**config.mk**
```make
export PLATFORM = sky130hd
export DESIGN_NAME = cache_victim_select
export DESIGN_NICKNAME = d
export VERILOG_FILES = /design/src/rtl/cvs_pkg.sv /design/src/rtl/cvs_lfsr.sv /design/src/rtl/cvs_find_unlocked.sv /design/src/rtl/cvs_rr_ptr.sv /design/src/rtl/cache_victim_select.sv
export SDC_FILE = /design/constraint.sdc
export NUM_CORES = 1
export LEC_CHECK = 0
export BUFFER_PORTS_ARGS = -buffer_cell sky130_fd_sc_hd__buf_2
export CORE_AREA = 10 10 47 49
export DETAILED_ROUTE_END_ITERATION = 10
export DIE_AREA = 0 0 57 59
export GPL_TIMING_DRIVEN = 1
export PLACE_DENSITY = 0.66
export SLEW_MARGIN = 20
export SYNTH_ARGS = -nofsm -noshare
export SYNTH_HDL_FRONTEND = slang
export SYNTH_HIERARCHICAL = 1
export SYNTH_SLANG_ARGS = --single-unit
```
**constraint.sdc**
```tcl
create_clock -name clk -period 1.4 [get_ports clk]
set_input_delay 0.21 -clock clk [delete_from_list [all_inputs] [get_ports clk]]
set_output_delay 0.21 -clock clk [all_outputs]
set_load 0.02 [all_outputs]
```
**src/rtl/cvs_pkg.sv**
```systemverilog
package cvs_pkg;
  typedef enum logic {
    POL_ROUND = 1'b0,
    POL_RANDOM = 1'b1
  } policy_e;
endpackage

```
**src/rtl/cvs_lfsr.sv**
```systemverilog
module cvs_lfsr #(
  parameter int W = 4,
  parameter logic [W-1:0] SEED = 1
) (
  input  logic         clk,
  input  logic         rst_n,
  output logic [W-1:0] state
);
  logic fb;
  assign fb = state[W-1] ^ state[W-2];

  always_ff @(posedge clk) begin
    if (!rst_n) state <= SEED;
    else        state <= {state[W-2:0], fb};
  end

  p_lfsr_nonzero_r7: assert property (@(posedge clk) disable iff (!rst_n)
    state != '0);
endmodule

```
**src/rtl/cvs_find_unlocked.sv**
```systemverilog
module cvs_find_unlocked #(
  parameter int WAYS = 4,
  localparam int IDX_W = $clog2(WAYS)
) (
  input  logic [IDX_W-1:0] start,
  input  logic [WAYS-1:0]  lock_mask,
  output logic [IDX_W-1:0] sel,
  output logic             found
);
  logic [IDX_W-1:0] w;

  always_comb begin
    sel   = start;
    found = 1'b0;
    w     = '0;
    for (int k = WAYS - 1; k >= 0; k--) begin
      w = start + IDX_W'(k);
      if (!lock_mask[w]) begin
        sel   = w;
        found = 1'b1;
      end
    end
  end
endmodule

```
**src/rtl/cvs_rr_ptr.sv**
```systemverilog
module cvs_rr_ptr #(
  parameter int WAYS = 4,
  localparam int IDX_W = $clog2(WAYS)
) (
  input  logic             clk,
  input  logic             rst_n,
  input  logic             advance,
  input  logic [IDX_W-1:0] chosen,
  output logic [IDX_W-1:0] ptr
);
  always_ff @(posedge clk) begin
    if (!rst_n)       ptr <= '0;
    else if (advance) ptr <= chosen + IDX_W'(1);
  end

  p_ptr_hold_r4: assert property (@(posedge clk) disable iff (!rst_n)
    !advance |=> $stable(ptr));
endmodule

```
**src/rtl/cache_victim_select.sv**
```systemverilog
module cache_victim_select #(
  parameter int WAYS = 4,
  parameter int LFSR_W = 4,
  parameter logic [LFSR_W-1:0] LFSR_SEED = 1,
  localparam int IDX_W = $clog2(WAYS)
) (
  input  logic             clk,
  input  logic             rst_n,
  input  logic             cache_en,
  input  logic             policy_sel,
  input  logic [WAYS-1:0]  lock_mask,
  input  logic             fill_req,
  output logic             victim_valid,
  output logic [WAYS-1:0]  victim_onehot,
  output logic [IDX_W-1:0] victim_idx
);
  import cvs_pkg::*;

  logic [LFSR_W-1:0] lfsr_q;
  logic [IDX_W-1:0]  rr_q;
  logic [IDX_W-1:0]  start;
  logic [IDX_W-1:0]  pick;
  logic              any_free;
  logic              alloc;
  policy_e           pol;

  assign pol   = policy_e'(policy_sel);
  assign start = (pol == POL_RANDOM) ? lfsr_q[IDX_W-1:0] : rr_q;
  assign alloc = fill_req & cache_en & any_free;

  cvs_lfsr #(.W(LFSR_W), .SEED(LFSR_SEED)) u_lfsr (
    .clk(clk), .rst_n(rst_n), .state(lfsr_q));

  cvs_find_unlocked #(.WAYS(WAYS)) u_find (
    .start(start), .lock_mask(lock_mask), .sel(pick), .found(any_free));

  cvs_rr_ptr #(.WAYS(WAYS)) u_rr (
    .clk(clk), .rst_n(rst_n), .advance(alloc && pol == POL_ROUND),
    .chosen(pick), .ptr(rr_q));

  always_ff @(posedge clk) begin
    if (!rst_n) begin
      victim_valid  <= 1'b0;
      victim_onehot <= '0;
      victim_idx    <= '0;
    end else begin
      victim_valid  <= alloc;
      victim_onehot <= alloc ? (WAYS'(1) << pick) : '0;
      if (alloc) victim_idx <= pick;
    end
  end

  p_no_locked_victim_r3: assert property (@(posedge clk) disable iff (!rst_n)
    alloc |=> (victim_onehot & $past(lock_mask)) == '0);
  p_latency_r1: assert property (@(posedge clk) disable iff (!rst_n)
    (fill_req && cache_en && lock_mask != '1) |=> victim_valid);
  p_disabled_r5: assert property (@(posedge clk) disable iff (!rst_n)
    (!cache_en) |=> !victim_valid);
  p_all_locked_r6: assert property (@(posedge clk) disable iff (!rst_n)
    (lock_mask == '1) |=> !victim_valid);
  p_onehot_r8: assert property (@(posedge clk) disable iff (!rst_n)
    victim_valid |-> ($countones(victim_onehot) == 1 && victim_onehot[victim_idx]));
  p_idle_zero_r8: assert property (@(posedge clk) disable iff (!rst_n)
    !victim_valid |-> victim_onehot == '0);
endmodule

```
==> impl_metrics.tcl <==
set metrics [dict create \
    ctsHoldBuffers 0 \
    dpl_cell_area_um2 635.6 \
    swShare_pct 27.68 \
    cap_violations 0 \
    worstHoldPathCells 2 \
    period_share_pct 105.2 \
    endpoint_kind "flip-flop" \
    layout_common_cells "buf_2 (15), dfxtp_1 (10), nand2_1 (5)" \
    drv_slew 0 \
    clockPowerShare_pct 29.0 \
    finClkSkew_ns 0.003626 \
    routed_wl_mm 1.230 \
    ys_seq_area_share_pct 49.64 \
    cts_tree "done" \
    cts.sinks 13 \
    ant_nets 0 \
    powerDensity_nw_per_um2 1082 \
    drt_iter0_drc 7 \
    avgRoutedWirePerCell_um 13.98 \
    path_clk_slew_ns 0.08 \
    r2r_start "u_rr/ptr[0]" \
    grt_usage_pct 7.482 \
    endpoint "u_rr/ptr[1]" \
    final_net_count 82 \
    syn-num-nets 61 \
    design.die.area_um2 3363 \
    final_cell_area_um2 733.2 \
    grt_pass1_wl_mm 2.028 \
    via_per_inst 5.125 \
    final.min_clock_period_ns 1.473 \
    hp-start "rst_n" \
    syn_avg_cell_area_um2 10.08 \
    netlist_area_um2 524.3 \
    layout-drive-gt1-share_pct 48.61 \
    floorplan.rows 14 \
    ys_types 27 \
    fin_util_pct 52.32 \
    vias 451 \
    layout_commonest_cell "buf_2" \
    cp.required_ns 1.56 \
    root_buffer "clkbuf_4" \
    fin_setup_tns_ns -0.1350 \
    fin_ws_ns -0.07337 \
    ys_seq_elements 13 \
    p_comb_share_pct 21.2 \
    p_seq_share_pct 49.9 \
    max_freq_mhz 678.7 \
    post_cts_buffers 0 \
    finalSetupViolations 4 \
    worst_ep_arrival_time_ns 1.63 \
    grt_max_degree 11 \
    finalHoldViolations 0 \
    die_h_um 59 \
    peakVddDrop_mv 0.5577 \
    rsz0062_at_grt "true" \
    clock_path_buffers 2 \
    violations "setup timing" \
    grt_overflow 0 \
    cts_htree_levels 1 \
    whs_ns 0.1869 \
    startpoint "u_rr/ptr[0]" \
    syn2layout_area_growth_pct 39.86 \
    globalplace.congestion 0.8158 \
    hold_path.class "in2reg" \
    worst_pin_slew_ns 0.3618 \
    crit_fanout 7 \
    cts_buffers 3 \
    start_kind "flip-flop" \
    insertedDiodeCount 0 \
    dp.final_hpwl_um 838 \
    core_area_um2 1401 \
    reg2regPathDepth 6 \
    fp.dieW_um 57 \
    dpl_worst_slack_ns -0.2277 \
    relSlewSlack_pct 75.80 \
    status "finished, violations left" \
    path_class "reg2reg" \
    synthCells 52 \
    grt_pass1_vias 457 \
    remaining_drc_errors 0 \
    detail_route.first_pass.iterations 4 \
    p_int_mw 0.5735 \
    antenna_found_initial 0 \
    reg2reg_to "u_rr/ptr[1]" \
    yosys_warnings 6 \
    initial_core_util_pct 37.41 \
    portBuffers 15 \
    r2r_slack_ns -0.07 \
    insertion_delay_ns 0.28 \
    io_pins 16 \
    p_switching_mw 0.2195 \
    leakage_nw 0.3301 \
]
## kinds of logic after synthesis
| family | count (synthesis) | synth area share, % |
|---|---|---|
| buffers and inverters | 2 | 1.431 |
| and+or+nand+nor | 21 | 23.87 |
| xor gates and xnor gates | 2 | 3.342 |
| DFF | 13 | 49.64 |
| muxes | 3 | 6.205 |
| AOI/OAI and AO/OA | 11 | 15.52 |
## registers in the layout (all words and copies together), names as in the netlist
signal and count:
u_lfsr/state 4, victim_onehot 4, u_rr/ptr 2, victim_idx 2, victim_valid 1
## power groups by stage
stage          logic (mW)  registers [mW]  clock network (mW)
2_1_floorplan      0.0717           0.411                   0
3_5_place_dp        0.126           0.403                   0
5_1_grt             0.182           0.398               0.254
4_1_cts             0.148           0.394               0.238
6_report            0.168           0.395               0.230
3_3_place_gp        0.125           0.403                   0
## worst max-delay path, stage by stage (launching register included)
cell	delay (ns)
dfxtp_2	0.32
mux2_4	0.29
or2_4	0.26
a21oi_4	0.15
a211oi_4	0.08
xnor2_1	0.17
a21oi_1	0.08
## layer usage
| layer | GRT usage (%) | wire length [um] | vias up |
|---|---|---|---|
| met5 | 0 | 0 | - |
| met4 | 3.691 | 13 | 0 |
| met3 | 4.936 | 115 | 4 |
| met2 | 11.01 | 550 | 16 |
| met1 | 8.102 | 550 | 203 |
| li1 | - | - | 228 |
## cell usage after synthesis (all sizes together)
library cell | n | area, um^2
mux2i | 1 | 10.01
a22o | 1 | 8.760
xnor2 | 2 | 17.52
nor3b | 3 | 22.52
inv | 2 | 7.500
and3 | 1 | 6.260
and2 | 4 | 27.52
o21ai | 2 | 10.01
or2b | 1 | 7.510
a21oi | 3 | 18.77
o22ai | 1 | 6.260
nand2 | 5 | 18.77
or2 | 1 | 6.260
dfxtp | 13 | 260.3
nand4 | 2 | 18.77
a31oi | 1 | 6.260
o211a | 1 | 10.01
nor2 | 2 | 7.510
mux2 | 2 | 22.52
nor3 | 1 | 5.000
nand3 | 1 | 5.000
a211oi | 1 | 12.51
a311oi | 1 | 8.760
## final cells by class
class | instances | area, um^2
clock buffer | 4 | 26.28
tap | 16 | 20.02
timing repair buffer | 16 | 86.33
sequential | 13 | 264.0
multi-input combinational | 37 | 329.1
fill | 139 | 668.1
inverter | 2 | 7.507
## worst min-delay path by stage
stage,endpoint,slack [ns]
finish,u_lfsr/state[0],0.19
detailed placement,u_lfsr/state[1],0.45
global route,u_lfsr/state[0],0.19
floorplan,u_lfsr/state[0],0.27
global placement,victim_idx[0],0.45
CTS,u_lfsr/state[0],0.18
## through the flow
step	instances	total power, mW
global route	88	0.8335
global placement	84	0.5275
detailed placement	84	0.5291
finish	88	0.7930
floorplan	52	0.4830
CTS	88	0.7806
## repair_timing
action	CTS	global route
setup endpoints to repair	8	8
pin swaps	4	2
gates resized for setup	8	8
gates cloned	0	0
Note: power is estimated with default switching activity, not from simulation.
